--- config.mk ---
export PLATFORM = sky130hd
export DESIGN_NAME = dmem_slave_ctrl
export DESIGN_NICKNAME = d
export VERILOG_FILES = /design/src/rtl/dmc_pkg.sv /design/src/rtl/dmc_lane_decode.sv /design/src/rtl/dmc_guard.sv /design/src/rtl/dmc_arbiter.sv /design/src/rtl/dmc_wordram.sv /design/src/rtl/dmem_slave_ctrl.sv
export SDC_FILE = /design/constraint.sdc
export NUM_CORES = 1
export LEC_CHECK = 0
export BUFFER_PORTS_ARGS = -buffer_cell sky130_fd_sc_hd__buf_2
export CAP_MARGIN = 15
export CORE_MARGIN = 2
export CORE_UTILIZATION = 45
export CTS_CLUSTER_DIAMETER = 100
export DETAILED_ROUTE_END_ITERATION = 10
export GPL_ROUTABILITY_DRIVEN = 1
export PLACE_DENSITY = 0.73
export SYNTH_ARGS = -nofsm -noshare
export SYNTH_HDL_FRONTEND = slang
export SYNTH_SLANG_ARGS = --single-unit
--- constraint.sdc ---
create_clock -name clk -period 8.4 [get_ports clk]
set_input_delay 1.26 -clock clk [delete_from_list [all_inputs] [get_ports clk]]
set_output_delay 1.26 -clock clk [all_outputs]
set_load 0.01 [all_outputs]
--- src/rtl/dmc_pkg.sv ---
package dmc_pkg;
  localparam int unsigned LANES  = 4;
  localparam int unsigned WORD_W = 8 * LANES;

  typedef enum logic [1:0] {
    SZ_BYTE = 2'b00,
    SZ_HALF = 2'b01,
    SZ_WORD = 2'b10,
    SZ_RSVD = 2'b11
  } size_e;

  localparam logic [4:0] MODE_USER = 5'b10000;
endpackage

--- src/rtl/dmc_lane_decode.sv ---
module dmc_lane_decode
  import dmc_pkg::*;
(
  input  logic [1:0]       size,
  input  logic [1:0]       alo,
  output logic [LANES-1:0] lanes,
  output logic             bad_shape
);
  always_comb begin
    lanes     = '0;
    bad_shape = 1'b0;
    unique case (size_e'(size))
      SZ_BYTE: lanes[alo] = 1'b1;
      SZ_HALF: begin
        bad_shape = alo[0];
        lanes[{alo[1], 1'b0}] = 1'b1;
        lanes[{alo[1], 1'b1}] = 1'b1;
      end
      SZ_WORD: begin
        bad_shape = |alo;
        lanes     = '1;
      end
      default: bad_shape = 1'b1;
    endcase
  end
endmodule

--- src/rtl/dmc_guard.sv ---
module dmc_guard
  import dmc_pkg::*;
#(
  parameter int unsigned AW      = 12,
  parameter int unsigned PROT_LO = 32'h20,
  parameter int unsigned PROT_HI = 32'h2F
) (
  input  logic [AW-1:0] addr,
  input  logic [4:0]    mode,
  output logic          deny
);
  logic [31:0] a32;
  assign a32  = 32'(addr);
  assign deny = (mode == MODE_USER) && (a32 >= PROT_LO) && (a32 <= PROT_HI);
endmodule

--- src/rtl/dmc_arbiter.sv ---
module dmc_arbiter (
  input  logic clk,
  input  logic rst_n,
  input  logic p_req,
  input  logic p_lock,
  input  logic m_valid,
  output logic p_take,
  output logic m_take,
  output logic p_wait
);
  logic lock_hold;
  logic last_m;

  assign m_take = m_valid && !lock_hold && (!p_req || !last_m);
  assign p_take = p_req && !m_take;
  assign p_wait = p_req && m_take;

  always_ff @(posedge clk) begin
    if (!rst_n) begin
      lock_hold <= 1'b0;
      last_m    <= 1'b0;
    end else begin
      lock_hold <= p_lock;
      if (m_take)      last_m <= 1'b1;
      else if (p_take) last_m <= 1'b0;
    end
  end

  AST_LOCK_BLOCKS: assert property (@(posedge clk) disable iff (!rst_n)
    $past(p_lock && rst_n) |-> (!m_take && !p_wait));

  AST_TURN_SWAP: assert property (@(posedge clk) disable iff (!rst_n)
    ($past(m_take && p_req && rst_n) && p_req) |-> !m_take);
endmodule

--- src/rtl/dmc_wordram.sv ---
module dmc_wordram
  import dmc_pkg::*;
#(
  parameter int unsigned DEPTH = 16,
  localparam int unsigned IDX_W = $clog2(DEPTH)
) (
  input  logic              clk,
  input  logic [LANES-1:0]  p_be,
  input  logic [IDX_W-1:0]  p_idx,
  input  logic [WORD_W-1:0] p_wdata,
  output logic [WORD_W-1:0] p_rdata,
  input  logic              m_we,
  input  logic              m_re,
  input  logic [IDX_W-1:0]  m_idx,
  input  logic [WORD_W-1:0] m_wdata,
  output logic [WORD_W-1:0] m_rdata
);
  logic [WORD_W-1:0] mem [DEPTH];

  assign p_rdata = mem[p_idx];

  always_ff @(posedge clk) begin
    if (m_re) m_rdata <= mem[m_idx];
    if (m_we) mem[m_idx] <= m_wdata;
    for (int b = 0; b < LANES; b++) begin
      if (p_be[b]) mem[p_idx][8*b +: 8] <= p_wdata[8*b +: 8];
    end
  end
endmodule

--- src/rtl/dmem_slave_ctrl.sv ---
module dmem_slave_ctrl
  import dmc_pkg::*;
#(
  parameter int unsigned AW      = 12,
  parameter int unsigned DEPTH   = 16,
  parameter int unsigned PROT_LO = 32'h20,
  parameter int unsigned PROT_HI = 32'h2F
) (
  input  logic                     clk,
  input  logic                     rst_n,
  input  logic                     p_req,
  input  logic [AW-1:0]            p_addr,
  input  logic [1:0]               p_size,
  input  logic                     p_wr,
  input  logic                     p_lock,
  input  logic                     p_seq,
  input  logic [4:0]               p_mode,
  output logic                     p_wait,
  input  logic                     p_wen,
  input  logic [31:0]              p_wdata,
  output logic [31:0]              p_rdata,
  output logic                     p_abort,
  input  logic                     m_valid,
  output logic                     m_ready,
  input  logic                     m_wr,
  input  logic [$clog2(DEPTH)-1:0] m_addr,
  input  logic [31:0]              m_wdata,
  output logic [31:0]              m_rdata,
  output logic                     m_rvalid
);
  localparam int unsigned IDX_W = $clog2(DEPTH);

  logic             p_take, m_take;
  logic             d_valid, d_wr, chain;
  logic [AW-1:0]    d_addr;
  logic [1:0]       d_size;
  logic [4:0]       d_mode;
  logic [IDX_W-1:0] d_idx;
  logic [LANES-1:0] lanes, we_lanes;
  logic             bad_shape, deny, bad;
  logic [31:0]      wword, rword;

  dmc_arbiter u_arb (
    .clk(clk), .rst_n(rst_n), .p_req(p_req), .p_lock(p_lock),
    .m_valid(m_valid), .p_take(p_take), .m_take(m_take), .p_wait(p_wait)
  );

  always_ff @(posedge clk) begin
    if (!rst_n) begin
      d_valid  <= 1'b0;
      d_wr     <= 1'b0;
      d_addr   <= '0;
      d_size   <= '0;
      d_mode   <= '0;
      d_idx    <= '0;
      chain    <= 1'b0;
      m_rvalid <= 1'b0;
    end else begin
      d_valid  <= p_take;
      m_rvalid <= m_take && !m_wr;
      if (p_take) begin
        d_wr   <= p_wr;
        d_addr <= p_addr;
        d_size <= p_size;
        d_mode <= p_mode;
        d_idx  <= chain ? d_idx + 1'b1 : p_addr[IDX_W+1:2];
        chain  <= p_seq;
      end
    end
  end

  dmc_lane_decode u_dec (
    .size(d_size), .alo(d_addr[1:0]), .lanes(lanes), .bad_shape(bad_shape)
  );

  dmc_guard #(.AW(AW), .PROT_LO(PROT_LO), .PROT_HI(PROT_HI)) u_guard (
    .addr(d_addr), .mode(d_mode), .deny(deny)
  );

  assign bad      = bad_shape || deny;
  assign p_abort  = d_valid && bad;
  assign we_lanes = (d_valid && d_wr && p_wen && !bad) ? lanes : '0;
  assign m_ready  = m_take;

  always_comb begin
    unique case (size_e'(d_size))
      SZ_BYTE: wword = {4{p_wdata[7:0]}};
      SZ_HALF: wword = {2{p_wdata[15:0]}};
      default: wword = p_wdata;
    endcase
  end

  dmc_wordram #(.DEPTH(DEPTH)) u_ram (
    .clk(clk), .p_be(we_lanes), .p_idx(d_idx), .p_wdata(wword), .p_rdata(rword),
    .m_we(m_take && m_wr), .m_re(m_take && !m_wr), .m_idx(m_addr),
    .m_wdata(m_wdata), .m_rdata(m_rdata)
  );

  always_comb begin
    p_rdata = '0;
    if (d_valid) begin
      unique case (size_e'(d_size))
        SZ_BYTE: p_rdata = {24'b0, 8'(rword >> {d_addr[1:0], 3'b000})};
        SZ_HALF: p_rdata = {16'b0, 16'(rword >> {d_addr[1], 4'b0000})};
        default: p_rdata = rword;
      endcase
    end
  end

  AST_RSVD_ABORT: assert property (@(posedge clk) disable iff (!rst_n)
    (d_valid && d_size == 2'b11) |-> p_abort);

  AST_ALIGN_ABORT: assert property (@(posedge clk) disable iff (!rst_n)
    (d_valid && d_size == 2'b10 && d_addr[1:0] != 2'b00) |-> p_abort);

  AST_USER_WINDOW: assert property (@(posedge clk) disable iff (!rst_n)
    (d_valid && d_mode == MODE_USER && 32'(d_addr) >= PROT_LO && 32'(d_addr) <= PROT_HI)
      |-> p_abort);

  AST_ABORT_NO_STORE: assert property (@(posedge clk) disable iff (!rst_n)
    p_abort |-> (we_lanes == '0));

  AST_STORE_NEEDS_WEN: assert property (@(posedge clk) disable iff (!rst_n)
    (we_lanes != '0) |-> (p_wen && d_wr));

  AST_ABORT_IN_DATA: assert property (@(posedge clk) disable iff (!rst_n)
    p_abort |-> $past(p_take));
endmodule

## After elaboration in Yosys (flattened, before gate mapping)

Memory sizes are Yosys's and may differ from the RTL's. A register that Yosys moved wholly into a read port is not among the register bits.
Cells that the tools add are included.
W data, S select, Z words.

- $lt $le $gt $ge: 8
- Add/subtract/negate cells: 1
- Muxes and demuxes: 27
- Bitwise logic cells: 1
- Shifts and indexed selects: 2
- Equal/unequal tests: 3
- Reductions and logical operators: 26

Operators by type and width:

| operator | number |
|---|---|
| $pmux W32 S2 | 2 |
| $mux W32 | 1 |
| $shr A32 B5 Y16 | 1 |
| $shr A32 B5 Y8 | 1 |
| $mux W4 | 4 |
| $logic_and A1 B1 Y1 | 15 |
| $mux W1 | 15 |
| $ge A12 B6 Y1 const B | 1 |
| $le A12 B6 Y1 const B | 1 |
| $pmux W4 S3 | 1 |
| $lt A2 B3 Y1 const B | 3 |
| $ge A2 B1 Y1 const B | 3 |
| $logic_not A1 Y1 | 6 |
| $eq A5 B5 Y1 const B | 1 |
| $add A4 B1 Y4 const B | 1 |
| $or A3 B4 Y4 | 1 |
| $pmux W1 S3 | 1 |
| $demux W1 S1 | 2 |
| $demux W1 S2 | 1 |
| $eq A2 B1 Y1 const B | 1 |
| $eq A2 B2 Y1 const B | 1 |
| $logic_not A2 Y1 | 1 |
| $logic_or A1 B1 Y1 | 2 |
| $reduce_bool A2 Y1 | 1 |
| $reduce_or A2 Y1 | 1 |

- Memories: 1
- Register bits after elaboration: 29
- Bits in writable memories: 512

Memories:

| name | depth | width | read ports | clocked after memory_dff | wr ports | line | source |
|---|---|---|---|---|---|---|---|
| u_ram.mem | 16 | 32 | 2 | 2 | 2 | dmc_wordram.sv:18 | `logic [WORD_W-1:0] mem [DEPTH];` |

## Depth between registers and ports, before layout

- Word-level depth: 9
- Depth in mapped cells: 9
- Depth with buffers taken out: 5

## Modules after synthesis

Synthesis repeated with hierarchy kept, for this count alone.

- Cell total of the unflattened synthesis: 2175
- Area, all modules: 34195.3 µm²

By module, submodules not included:

| module | area each (µm²) | cells each | times used | seq. area each (µm²) |
|---|---|---|---|---|
| dmc_wordram | 31759.2 | 1872 | 1 | 16335.7 |
| dmem_slave_ctrl | 2232.1 | 277 | 1 | 540.5 |
| dmc_arbiter | 96.3 | 10 | 1 | 40.0 |
| dmc_lane_decode | 66.3 | 11 | 1 | 0.0 |
| dmc_guard | 41.3 | 5 | 1 | 0.0 |

## Worst setup path before layout

No wires, ideal clock.

- Kind: flip-flop to output port
- From: register with a tool-made name
- To: output p_rdata[4]
- Arrival time: 2.431 ns
- Required time: 7.140 ns
- Cell stages (with the launch flop): 9
- Path slack: 4.709 ns
- Cell sequence: dfxtp_1 -> buf_2 -> buf_1 -> clkbuf_1 -> mux4_2 -> mux2i_1 -> o22ai_1 -> o41ai_1 -> o221ai_1

RTL lines:

| element | line | source |
|---|---|---|
| to (decl) | dmem_slave_ctrl.sv:21 | `output logic [31:0] p_rdata,` |

==> flow_metrics.tcl <==
set metrics [dict create \
    finalNetCount 2366 \
    cpPeakStageDelay_ns 1.13 \
    crit_slowest_cell "o41ai_1" \
    placementRows 101 \
    maxSlewHeadroom 0.0431 \
    min_from "d_addr[5]" \
    drt_iter0_markers 2773 \
    fin_worst_skew_ns 0.0272 \
    synth_cell_types 56 \
    cp.depth 7 \
    synth_edf_count 544 \
    fp.dieArea_um2 78300 \
    finalCriticalPeriod_ns 6.27 \
    required_ns 7.14 \
    gp_congestion 1.03 \
    syn_area_per_cell_um2 16.1 \
    utilization 0.505 \
    path_delay_family "compound AO/OA/AOI/OAI gates" \
    wirelength_mm 111 \
    synth_top_cell_area_share 0.477 \
    path_clk_slew_ns 0.06 \
    coreArea_um2 75700 \
    power-per-cell-area_nw_per_um2 177 \
    cp.arrival_ns 5.01 \
    cts_inserted_buffers 60 \
    fin_setup_tns_ns 0 \
    vias 22347 \
    holdBufCountCts 0 \
    routed_via_density 6.80 \
    power_leakage_nw 13.3 \
    fin_crit_sh 0.747 \
    grt_pass1_vias 22370 \
    multiInputGateArea_um2 16400 \
    synthFlopType "edfxtp_1" \
    antenna_found_initial 6 \
    timing.max_cap.violations 0 \
    reg2reg_depth 6 \
    fill_cells 6139 \
    grt_pass1_wl_mm 158 \
    area_delta_synth_final_pct 11.5 \
    dr.pass1.iters 6 \
    async_flop_share 0 \
    grtUsageTotal 0.280 \
    wl_per_cell_um 33.7 \
    post_cts_resized 0 \
    ctsLongestPathBuffers 3 \
    io_buffers 163 \
    ant_nets 0 \
    htreeDepth 2 \
    reg2reg_to "u_ram.mem[10][24]" \
    yosysTopAreaCell "edfxtp_1" \
    postCtsSetupBuffers 0 \
    power_mw 6.76 \
    setup_viol 0 \
    hold_violations 0 \
    crit_chain "buf_4, nor2b_1, nand2_1, nor4bb_1, o41ai_1, o221ai_1, buf_2" \
    die_x_um 280 \
    crit_type "flop to output pin" \
    yosysSeqAreaShare 0.495 \
    insertion_delay_ns 0.64 \
    syn_area_um2 34200 \
    yosys-top-cells-area "edfxtp_1, mux4_2, mux2_2, mux2_4, nor2_8" \
    syn_inst 2132 \
    yosysWarningCount 0 \
    drc_errors 0 \
    regArea_um2 17000 \
    ys_ff_latch 575 \
    ios 164 \
    cts_sinks 575 \
    ff2ff_setup_slack_ns 5.00 \
    start_util 0.452 \
    synth_nets 2232 \
    fp.dieH_um 280 \
    final_common_cell "edfxtp_1" \
    r2r-start "d_size[1]" \
    slew_viol_final 0 \
    hold-worst-slack_ns 0.461 \
    cp-end-kind "output pin" \
    rsz0062_at_grt "false" \
    crit_end "p_rdata[2]" \
    crit_fanout 38 \
    cts-root-buf "clkbuf_16" \
    drive_gt1_frac 0.515 \
    hold_class "flop to flop" \
    dp_hpwl_mm 73.9 \
    layout_common_cells "edfxtp_1, mux2_2, mux4_2, buf_2, buf_4" \
    tightestPinTransition_ns 1.42 \
    cp.buffers_inverters 2 \
    startpoint_type "flop" \
    status "completed" \
    irDropWorstVdd_uv 169 \
    grt_max_degree 79 \
    cts_tree "yes" \
    gr-total-overflow 0 \
    clock.fmax_mhz 159 \
]
## area by class of cell
class                      instances  share of cell area
sequential                       575               0.444
multi-input combinational       1353               0.430
timing repair buffer             264              0.0415
clock buffer                      73              0.0411
tap                              978              0.0320
clock inverter                    30             0.00989
inverter                          12             0.00118
antenna                            1           0.0000655
## worst min path at each step
stage	to	slack (ns)	depth (start not counted)
final	d_addr[5]	0.46	2
after global routing	d_mode[1]	0.49	2
after CTS	d_addr[5]	0.46	2
after detailed placement	d_addr[5]	0.45	2
after global placement	d_addr[5]	0.45	2
after floorplan	d_addr[5]	0.44	2
## worst register-to-register path, delay by kind of cell, from the launching register on
kind	cells	cell delay (ns)
flops	1	0.75
simple gates	2	1.17
mux	1	0.44
buf+inv	2	0.65
compound gates	1	0.14
## sequential cells by signal (all words and copies together), names as in the netlist, named ones only
name             cells
u_ram.m_rdata       32
u_arb.last_m         1
d_idx                4
d_size               2
u_ram.mem          512
d_mode               5
u_arb.lock_hold      1
m_rvalid             1
d_addr              10
d_wr                 1
chain                1
d_valid              1
## Yosys cell counts (3+ instances only)
master,n
nand2_1,94
mux2_4,64
o21ai_0,90
a21o_1,3
mux4_2,274
a22oi_1,4
nand4_1,5
nor2_1,55
o22ai_1,22
dfxtp_1,31
and3_1,3
ha_1,4
nor2_8,42
nor3b_1,15
inv_1,11
a21boi_0,23
or3_1,4
nand2b_1,3
a22o_1,28
buf_12,3
and2_1,8
nor2_4,6
clkbuf_1,140
buf_6,7
mux2i_1,40
mux2_1,31
o221ai_1,9
and3b_1,7
a211oi_1,8
buf_1,28
mux2_2,447
a21oi_1,6
o41ai_1,7
nor2b_1,12
nor4bb_1,8
buf_2,13
edfxtp_1,544
nand3_1,11
## stage by stage
| stage | worst slack (ns) | area [um^2] | std cells |
|---|---|---|---|
| 2_1_floorplan | 4.71 | 34200 | 2132 |
| 3_3_place_gp | 3.08 | 36200 | 3181 |
| 3_5_place_dp | 3.09 | 36200 | 3181 |
| 4_1_cts | 2.41 | 38200 | 3284 |
| 5_1_grt | 2.16 | 38200 | 3286 |
| 6_report | 2.13 | 38200 | 3286 |
## kinds of logic (layout without fill, tap and decap cells)
| family | Yosys count | in the layout | synth area share |
|---|---|---|---|
| AOI/OAI and AO/OA | 208 | 208 | 0.0395 |
| muxes | 856 | 856 | 0.377 |
| adders and majority gates | 4 | 4 | 0.00146 |
| DFF | 575 | 575 | 0.495 |
| other | 0 | 1 | 0 |
| and+or+nand+nor | 285 | 285 | 0.0609 |
| buffers and inverters | 204 | 379 | 0.0259 |
## power by group
group          leakage, nW  internal [mW]  switching (mW)
combinational         7.24          0.357           0.461
clock                0.939           1.59            1.14
sequential            5.16           3.17          0.0374
## metal layers
metal / part of all wire / up-vias / routed length [um] / track usage
met2: 0.47 / 1553 / 51700 / 0.443
met3: 0.11 / 302 / 12600 / 0.0691
met5: 0.00060 / - / 67 / 0
met4: 0.052 / 10 / 5740 / 0.133
met1: 0.37 / 11545 / 40700 / 0.363
li1: - / 8937 / - / -
(Power assumes the default switching activity.)
